## config.mk

```make
export PLATFORM = sky130hd
export DESIGN_NAME = prio_irq_ctrl
export DESIGN_NICKNAME = d
export VERILOG_FILES = /design/src/rtl/pic_pkg.sv /design/src/rtl/pic_cfg_fsm.sv /design/src/rtl/pic_req_latch.sv /design/src/rtl/pic_prio.sv /design/src/rtl/prio_irq_ctrl.sv
export SDC_FILE = /design/constraint.sdc
export NUM_CORES = 1
export LEC_CHECK = 0
export BUFFER_PORTS_ARGS = -buffer_cell sky130_fd_sc_hd__clkbuf_2
export CAP_MARGIN = 40
export CORE_ASPECT_RATIO = 1.5
export CORE_MARGIN = 1
export CORE_UTILIZATION = 40
export CTS_BUF_LIST = sky130_fd_sc_hd__clkbuf_4 sky130_fd_sc_hd__clkbuf_8
export DETAILED_ROUTE_END_ITERATION = 10
export HOLD_SLACK_MARGIN = 0.05
export PLACE_DENSITY = 0.64
export SYNTH_ARGS = -nofsm -noshare
export SYNTH_HDL_FRONTEND = slang
export SYNTH_SLANG_ARGS = --single-unit
```

## constraint.sdc

```tcl
create_clock -name clk -period 4.2 [get_ports clk]
set_clock_uncertainty 0.15 [all_clocks]
set_input_delay 0.84 -clock clk [delete_from_list [all_inputs] [get_ports clk]]
set_output_delay 0.84 -clock clk [all_outputs]
set_load 0.01 [all_outputs]
```

## src/rtl/pic_pkg.sv

```systemverilog
package pic_pkg;

    typedef enum logic [2:0] {
        ST_UNINIT,
        ST_WAIT_BASE,
        ST_WAIT_CASC,
        ST_WAIT_MODE,
        ST_READY
    } cfg_state_e;

    localparam logic [1:0] ADDR_CMD  = 2'd0;
    localparam logic [1:0] ADDR_DATA = 2'd1;
    localparam logic [1:0] ADDR_TRIG = 2'd2;

endpackage

```

## src/rtl/pic_cfg_fsm.sv

```systemverilog
module pic_cfg_fsm
    import pic_pkg::*;
#(
    parameter int N_IN = 8
) (
    input  logic            clk,
    input  logic            rst_n,
    input  logic            wr_en,
    input  logic [1:0]      addr,
    input  logic [N_IN-1:0] wdata,
    output cfg_state_e      state,
    output logic [N_IN-1:0] base,
    output logic [N_IN-1:0] casc,
    output logic [N_IN-1:0] mask,
    output logic [N_IN-1:0] trig,
    output logic            all_level,
    output logic            read_isr,
    output logic            restart,
    output logic            eoi_stb
);
    cfg_state_e state_nx;
    logic       need_mode;
    logic       cmd_wr;
    logic       data_wr;

    assign cmd_wr  = wr_en && (addr == ADDR_CMD);
    assign data_wr = wr_en && (addr == ADDR_DATA);
    assign restart = cmd_wr && wdata[4];
    assign eoi_stb = cmd_wr && !wdata[4] && !wdata[3] && (wdata[7:5] == 3'b001)
                     && (state == ST_READY);

    always_ff @(posedge clk or negedge rst_n) begin
        if (!rst_n) state <= ST_UNINIT;
        else        state <= state_nx;
    end

    always_comb begin
        state_nx = state;
        if (restart) begin
            state_nx = ST_WAIT_BASE;
        end else begin
            unique case (state)
                ST_UNINIT:    state_nx = ST_UNINIT;
                ST_WAIT_BASE: if (data_wr) state_nx = ST_WAIT_CASC;
                ST_WAIT_CASC: if (data_wr) state_nx = need_mode ? ST_WAIT_MODE : ST_READY;
                ST_WAIT_MODE: if (data_wr) state_nx = ST_READY;
                ST_READY:     state_nx = ST_READY;
                default:      state_nx = ST_UNINIT;
            endcase
        end
    end

    always_ff @(posedge clk or negedge rst_n) begin
        if (!rst_n) begin
            base      <= '0;
            casc      <= '0;
            mask      <= '1;
            trig      <= '0;
            all_level <= 1'b0;
            need_mode <= 1'b0;
            read_isr  <= 1'b0;
        end else begin
            if (restart) begin
                all_level <= wdata[3];
                need_mode <= wdata[0];
                read_isr  <= 1'b0;
            end else if (cmd_wr && wdata[3] && wdata[1]) begin
                read_isr  <= wdata[0];
            end
            if (data_wr) begin
                unique case (state)
                    ST_WAIT_BASE: base <= wdata;
                    ST_WAIT_CASC: casc <= wdata;
                    ST_READY:     mask <= wdata;
                    default:      ;
                endcase
            end
            if (wr_en && (addr == ADDR_TRIG)) trig <= wdata;
        end
    end
endmodule

```

## src/rtl/pic_req_latch.sv

```systemverilog
module pic_req_latch #(
    parameter int N_IN = 8
) (
    input  logic            clk,
    input  logic            rst_n,
    input  logic [N_IN-1:0] irq_in,
    input  logic [N_IN-1:0] level_sel,
    input  logic [N_IN-1:0] take,
    input  logic            flush,
    output logic [N_IN-1:0] pend
);
    for (genvar i = 0; i < N_IN; i++) begin : g_line
        logic prev_q;
        logic edge_q;
        always_ff @(posedge clk or negedge rst_n) begin
            if (!rst_n) begin
                prev_q <= 1'b0;
                edge_q <= 1'b0;
            end else begin
                prev_q <= irq_in[i];
                if (flush)                     edge_q <= 1'b0;
                else if (irq_in[i] && !prev_q) edge_q <= 1'b1;
                else if (take[i])              edge_q <= 1'b0;
            end
        end
        assign pend[i] = level_sel[i] ? irq_in[i] : edge_q;
    end
endmodule

```

## src/rtl/pic_prio.sv

```systemverilog
module pic_prio #(
    parameter int N_IN = 8,
    localparam int IDW = $clog2(N_IN)
) (
    input  logic [N_IN-1:0] req,
    input  logic [N_IN-1:0] isr,
    output logic            grant,
    output logic [IDW-1:0]  win_idx,
    output logic [N_IN-1:0] isr_top
);
    logic           req_hit;
    logic           isr_hit;
    logic [IDW-1:0] isr_idx;

    always_comb begin
        req_hit = 1'b0;
        win_idx = '0;
        isr_hit = 1'b0;
        isr_idx = '0;
        for (int i = N_IN - 1; i >= 0; i--) begin
            if (req[i]) begin
                req_hit = 1'b1;
                win_idx = IDW'(i);
            end
            if (isr[i]) begin
                isr_hit = 1'b1;
                isr_idx = IDW'(i);
            end
        end
        grant   = req_hit && (!isr_hit || (win_idx < isr_idx));
        isr_top = isr_hit ? (N_IN'(1) << isr_idx) : '0;
    end
endmodule

```

## src/rtl/prio_irq_ctrl.sv

```systemverilog
module prio_irq_ctrl
    import pic_pkg::*;
#(
    parameter int N_IN = 8,
    localparam int IDW = $clog2(N_IN)
) (
    input  logic            clk,
    input  logic            rst_n,
    input  logic            wr_en,
    input  logic [1:0]      addr,
    input  logic [N_IN-1:0] wdata,
    output logic [N_IN-1:0] rdata,
    input  logic [N_IN-1:0] irq_in,
    input  logic            is_slave,
    input  logic [IDW-1:0]  cas_in,
    input  logic            inta,
    output logic            int_out,
    output logic [N_IN-1:0] vec_out,
    output logic            vec_oe,
    output logic [IDW-1:0]  cas_out,
    output logic            cas_en
);
    cfg_state_e      state;
    logic [N_IN-1:0] base, casc, mask, trig;
    logic            all_level, read_isr, restart, eoi_stb;
    logic [N_IN-1:0] irr_w, isr_q, isr_top, take_w;
    logic            grant, ready, ack_take, slave_here;
    logic [IDW-1:0]  win_idx;

    pic_cfg_fsm #(.N_IN(N_IN)) u_cfg (
        .clk(clk), .rst_n(rst_n), .wr_en(wr_en), .addr(addr), .wdata(wdata),
        .state(state), .base(base), .casc(casc), .mask(mask), .trig(trig),
        .all_level(all_level), .read_isr(read_isr), .restart(restart),
        .eoi_stb(eoi_stb)
    );

    pic_req_latch #(.N_IN(N_IN)) u_req (
        .clk(clk), .rst_n(rst_n), .irq_in(irq_in),
        .level_sel(trig | {N_IN{all_level}}), .take(take_w), .flush(restart),
        .pend(irr_w)
    );

    pic_prio #(.N_IN(N_IN)) u_prio (
        .req(irr_w & ~mask), .isr(isr_q), .grant(grant),
        .win_idx(win_idx), .isr_top(isr_top)
    );

    assign ready      = (state == ST_READY);
    assign int_out    = ready && grant;
    assign slave_here = !is_slave && casc[win_idx];
    assign ack_take   = inta && int_out && (!is_slave || (cas_in == casc[IDW-1:0]));
    assign take_w     = ack_take ? (N_IN'(1) << win_idx) : '0;
    assign cas_out    = win_idx;
    assign cas_en     = int_out && slave_here;

    always_ff @(posedge clk or negedge rst_n) begin
        if (!rst_n) begin
            isr_q   <= '0;
            vec_out <= '0;
            vec_oe  <= 1'b0;
        end else begin
            if (restart) isr_q <= '0;
            else         isr_q <= (isr_q & ~(eoi_stb ? isr_top : '0)) | take_w;
            vec_oe  <= ack_take && !slave_here;
            if (ack_take) vec_out <= base + N_IN'(win_idx);
        end
    end

    always_comb begin
        unique case (addr)
            ADDR_CMD:  rdata = read_isr ? isr_q : irr_w;
            ADDR_DATA: rdata = mask;
            ADDR_TRIG: rdata = trig;
            default:   rdata = '0;
        endcase
    end
endmodule

```

; ---- Word-level counts from Yosys, hierarchy flattened
; Cells that the tools add are included.
; W data, S select, Z words.
[word_totals]
mem_count = 0
mem_bits_rw = 0
mem_bits_ro = 0
output_inout_bits = 22
register_bits = 71
in_bits = 26
wordCells = 183
latch_bits = 0
[classes]
mul = 0
div_mod_pow = 0
n_eq_ne = 11
addsub = 1
n_lt_le_gt_ge = 2
n_shift = 2
n_bitwise = 6
muxes = 80
reduce_logical = 54
[op_table]
columns = op, count
row1 = $mux W3, 21
row2 = $mux W1, 51
row3 = $mux W8, 5
row4 = $logic_and A1 B1 Y1, 25
row5 = $pmux W8 S3, 1
row6 = $reduce_bool A3 Y1, 8
row7 = $and A8 B8 Y8, 2
row8 = $not A8 Y8, 2
row9 = $or A8 B8 Y8, 2
row10 = $shl A1 B3 Y8 const A, 2
row11 = $logic_not A1 Y1, 13
row12 = $pmux W3 S4, 1
row13 = $ne A3 B2 Y1 const B, 3
row14 = $add A8 B3 Y8, 1
row15 = $eq A3 B1 Y1 const B, 2
row16 = $eq A3 B2 Y1 const B, 2
row17 = $reduce_and A2 Y1, 3
row18 = $lt A3 B4 Y1 const B, 1
row19 = $bmux W1 S3, 1
row20 = $eq A3 B3 Y1, 1
row21 = $eq A3 B3 Y1 const B, 1
row22 = $lt A3 B3 Y1, 1
row23 = $reduce_and A3 Y1, 1
row24 = $eq A2 B1 Y1 const B, 1
row25 = 4 further kinds, 5

; ---- Longest topological paths before layout
[logic_depth]
ltp_word = 21
depth_mapped = 14
depth_no_buf = 13

; ---- Hierarchy
; A second synthesis with hierarchy kept.
[hier_totals]
cells_unflattened = 367
hier_area_um2 = 4003.8
[modules_own_cells]
columns = module, cells_each, instances, area_per_inst_um2
row1 = pic_cfg_fsm, 100, 1, 1581.5
row2 = prio_irq_ctrl, 171, 1, 1461.4
row3 = pic_req_latch, 49, 1, 665.6
row4 = pic_prio, 47, 1, 295.3

; ---- Worst setup path before layout
; Ideal clock, no wire load.
[synth_path]
path_kind = input port to output port
start = input irq_in[2]
end = output cas_en
arrival_time_ns = 3.125
path_slack_ns = 0.085
stages = 13
path_cell_list = o21ai_0 -> a21oi_1 -> nor4_2 -> nand2_1 -> inv_1 -> ha_1 -> nand2_1 -> nand2_1 -> a211o_1 -> a22oi_1 -> nand2_1 -> nor2_1 -> a21boi_1
[synth_between]
elab_chain_len = 10
word_cells_on_any_way = 16
classes_between = order compare (1) / mux (9) / bitwise (1) / reduce/logical (5)
[synth_rtl]
columns = element, line
row1 = from (decl), prio_irq_ctrl.sv:13  ; input logic [N_IN-1:0] irq_in,
row2 = $mux W1, pic_req_latch.sv:26  ; assign pend[i] = level_sel[i] ? irq_in[i] : edge_q;
row3 = $and A8 B8 Y8, prio_irq_ctrl.sv:44  ; .req(irr_w & ~mask), .isr(isr_q), .grant(grant),
row4 = $mux W3 (3 in a row), pic_prio.sv:21  ; if (req[i]) begin
row5 = via cas_out[2], prio_irq_ctrl.sv:20  ; output logic [IDW-1:0] cas_out,
row6 = $lt A3 B3 Y1, pic_prio.sv:30  ; grant = req_hit && (!isr_hit || (win_idx < isr_idx));
row7 = $logic_or A1 B1 Y1, pic_prio.sv:30
row8 = $logic_and A1 B1 Y1, pic_prio.sv:30
row9 = $logic_and A1 B1 Y1, prio_irq_ctrl.sv:49  ; assign int_out = ready && grant;
row10 = via int_out, prio_irq_ctrl.sv:17  ; output logic int_out,
row11 = $logic_and A1 B1 Y1, prio_irq_ctrl.sv:54  ; assign cas_en = int_out && slave_here;
row12 = to (decl), prio_irq_ctrl.sv:21  ; output logic cas_en
; The timed path passes the listed nets, and every way through them passes these cells. The select of a mux whose other input is x is not followed.

; ---- Worst setup path in the final report
[layout_path]
start = register u_cfg.all_level
end = output cas_en
[layout_between]
elab_chain_len = 16
word_cells_on_any_way = 34
classes_between = order compare (1) / mux (26) / bitwise (2) / reduce/logical (5)
[layout_rtl]
columns = element, line
row1 = from (decl), pic_cfg_fsm.sv:16  ; output logic all_level,
row2 = from (signal assigned), pic_cfg_fsm.sv:64  ; all_level <= wdata[3];
row3 = $or A8 B8 Y8 *, prio_irq_ctrl.sv:39  ; .level_sel(trig | {N_IN{all_level}}), .take(take_w), .flush(restart),
row4 = $mux W1, pic_req_latch.sv:26
row5 = $and A8 B8 Y8 *, prio_irq_ctrl.sv:44
row6 = $mux W3 (8 in a row), pic_prio.sv:21
row7 = $lt A3 B3 Y1, pic_prio.sv:30
row8 = $logic_or A1 B1 Y1, pic_prio.sv:30
row9 = $logic_and A1 B1 Y1, pic_prio.sv:30
row10 = $logic_and A1 B1 Y1, prio_irq_ctrl.sv:49
row11 = $logic_and A1 B1 Y1 *, prio_irq_ctrl.sv:54
; Every way passes the cells marked *; elsewhere a longest branch is shown, timed or not. The select of a mux whose other input is x is not followed.

==> impl_metrics.py <==
metrics = {
    "route": {
        "drc": 0,
        "vias": 3252,
        "ant_nets": 0,
        "vias_per_cell": 5.725,
        "drtIter0Drc": 269,
        "first_pass_iters": 4,
        "routedWlPerCell_um": 19.33,
        "routed_wl_mm": 10.98,
    },
    "global_route": {
        "grt_pass1_wl_mm": 16.85,
        "antenna_found_initial": 0,
        "grt_pass1_vias": 3221,
        "grt_max_degree": 35,
        "track_usage_pct": 23.02,
        "grt_overflow": 0,
    },
    "clock_tree": {
        "cts_max_level": 3,
        "cts_root_buf": "clkbuf_8",
        "cts_tree": "yes",
        "cts_buffer_depth": 2,
        "clk_latency_ns": 0.36,
        "cts_buffers": 9,
        "cts_sinks": 71,
        "path_clk_slew_ns": 0.08,
    },
    "critical_path": {
        "critical_path_arrival_ns": 3.16,
        "r2r_cells": 14,
        "crit_type": "reg2out",
        "critPathCaptureType": "output pin",
        "start_kind": "flop",
        "critPathMaxFanout": 4,
        "crit_required_ns": 3.21,
    },
    "floorplan": {
        "coreArea_um2": 9361,
        "start_util_pct": 41.70,
        "die_h_um": 123.0,
        "die_x_um": 82.66,
        "num_rows": 43,
        "top_level_ports": 48,
        "die_area_um2": 10170,
    },
    "cells_and_area": {
        "area_growth_syn_to_layout_pct": 25.77,
        "final_net_count": 483,
        "drive_gt1_share_pct": 41.23,
        "diodes": 0,
        "final_cells": 568,
        "fillCellCount": 830,
    },
    "logic_synthesis": {
        "syn_nets": 406,
        "synth_edf_count": 0,
        "netlist_instances": 374,
        "synth.largest_area_cell": "dfrtp_1",
        "syn_area_per_cell_um2": 10.44,
        "yosys_warnings": 0,
        "synth.distinct_cells": 65,
        "syn_area_um2": 3904,
        "synth_area_leaders": "dfrtp_1, mux2_2, dfstp_2",
        "synth-async-reset-ratio_pct": 100.0,
        "synthFlopType": "dfrtp_1",
        "yosysMostFrequentCell": "dfrtp_1",
        "synth_top_area_share_pct": 40.38,
        "ys_seq_area_share_pct": 45.77,
        "ys_seq_elements": 71,
        "ys_top_cells_by_count": "dfrtp_1, nand2_1, mux2_2, a21oi_1, nor2_1",
    },
    "timing": {
        "setup_violations": 0,
        "slew_headroom_pct": 46.09,
        "whs_ns": 0.2196,
        "fmax_ghz": 0.2410,
        "finalSetupTns_ns": 0,
        "post-route-period-util_pct": 98.78,
        "tightest_slew_ns": 0.8057,
        "hold_viol": 0,
        "drv_slew": 0,
        "finalCriticalPeriod_ns": 4.149,
        "rsz0062_at_grt": "true",
    },
    "power": {
        "irDropWorstVdd_mv": 0.3041,
        "p_leak_uw": 0.002129,
        "pwr_density_cell_nw_per_um2": 548.2,
    },
    "placed_design": {
        "dp.cells": 539,
        "io_buffers": 47,
        "gp_congestion": 0.8994,
        "hpwl_mm": 7.781,
    },
    "outcome": {
        "outcome": "finished clean",
    },
    "worst_hold_path": {
        "min_path_type": "in2async",
    },
    "job": {
        "drv_cap": 0,
    },
}
## metal layers
metal	vias to the layer above	GRT usage (%)	share of wire, %
met1	1622	26.67	39
met3	36	5.240	4.3
met4	0	12.50	5.1
met5	-	0	0
li1	1505	-	-
met2	89	38.58	52
## path summary, 6_finish.rpt
| kind | end | slack (ns) | from |
|---|---|---|---|
| setup / recovery | cas_en | 0.05 | u_cfg.all_level$_DFFE_PN0P_ |
| hold / removal | u_req.g_line[5].prev_q$_DFF_PN0_ | 0.22 | rst_n |
| setup reg to reg | vec_out[6]$_DFFE_PN0P_ | 0.42 | u_cfg.all_level$_DFFE_PN0P_ |
| hold reg to reg | u_cfg.need_mode$_DFFE_PN0P_ | 0.33 | u_cfg.need_mode$_DFFE_PN0P_ |
| max in group asynchronous | u_cfg.base[3]$_DFFE_PN0P_ | 2.91 | rst_n |
| min in group clk | u_cfg.need_mode$_DFFE_PN0P_ | 0.33 | u_cfg.need_mode$_DFFE_PN0P_ |
## flip-flops by register name, summed over array words and instances (netlist names)
register,flops
u_cfg.state,3
vec_oe,1
isr_q,8
u_cfg.mask,8
u_cfg.casc,8
u_cfg.all_level,1
vec_out,8
u_req.g_line.prev_q,8
u_cfg.read_isr,1
u_cfg.base,8
u_cfg.need_mode,1
u_cfg.trig,8
u_req.g_line.edge_q,8
## cell usage in the layout, fill, tap and decap left out, types with 4 or more instances in the layout
master,Yosys,final
clkbuf_8,0,10
dfstp_2,8,8
buf_4,0,25
xor2_1,6,6
o21ai_4,0,5
dfrtp_1,63,62
inv_1,9,8
nor2b_1,11,11
nand2b_1,8,8
o21ai_2,1,5
a21oi_4,1,6
nand2_1,35,33
a21oi_1,30,27
nor2_1,21,19
mux2_2,31,31
o21ai_0,19,15
or3_1,4,4
mux2i_1,6,6
clkbuf_2,0,45
or3b_4,1,6
nand3b_1,9,9
a21o_1,5,4
mux2_4,7,7
o31ai_1,9,9
nand3_1,8,8
## logic make-up (layout without fill, tap and decap cells)
family	after synthesis	after routing	synth area share, %
AOI/OAI and AO/OA	94	94	15.96
xor gates and xnor gates	9	9	2.019
adders and majority gates	6	6	2.115
buffers and inverters	20	102	2.308
DFF	71	71	45.77
muxes	44	44	13.17
and+or+nand+nor	130	130	18.65
## power breakdown
part | total (µW) | internal, µW | switching (µW)
clock network | 568 | 296 | 273
logic | 1100 | 545 | 553
registers | 1020 | 868 | 157
total | 2690 | 1710 | 983
## critical path, cell delays in order (launching register included)
cell and delay [ns]:
dfrtp_2 0.44, buf_6 0.14, or3b_4 0.40, a21o_4 0.23, buf_4 0.14, a311oi_4 0.36
o21ba_2 0.23, nor2_1 0.11, a2111o_1 0.46, a21boi_2 0.15, buf_2 0.13
## through the flow
step / util, % / power [µW] / cell area [µm²] / worst slack (ns)
2_1_floorplan: - / 1595 / 3904 / 0.08524
3_3_place_gp: 46.40 / 1886 / 4344 / 0.08916
3_5_place_dp: 46.62 / 1902 / 4364 / 0.05560
4_1_cts: 50.49 / 2566 / 4727 / -0.01958
5_1_grt: 52.45 / 2842 / 4910 / -0.03835
6_report: 52.45 / 2692 / 4910 / 0.05144
## cell type report
cell class | count | area [µm²] | area share, %
Sequential cell | 71 | 1788 | 36.42
Clock inverter | 5 | 57.56 | 1.172
Timing Repair Buffer | 76 | 485.5 | 9.888
Multi-Input combinational cell | 283 | 2251 | 45.85
Tap cell | 112 | 140.1 | 2.854
Inverter | 10 | 42.54 | 0.8665
Clock buffer | 11 | 145.1 | 2.956
## what timing repair did
item                       4_1_cts  5_1_grt
hold buffers                     0        0
pin swaps                       21       19
gates resized for setup         26       27
buffers inserted                 9        4
setup endpoints to repair        2        2
(Power assumes the default switching activity.)
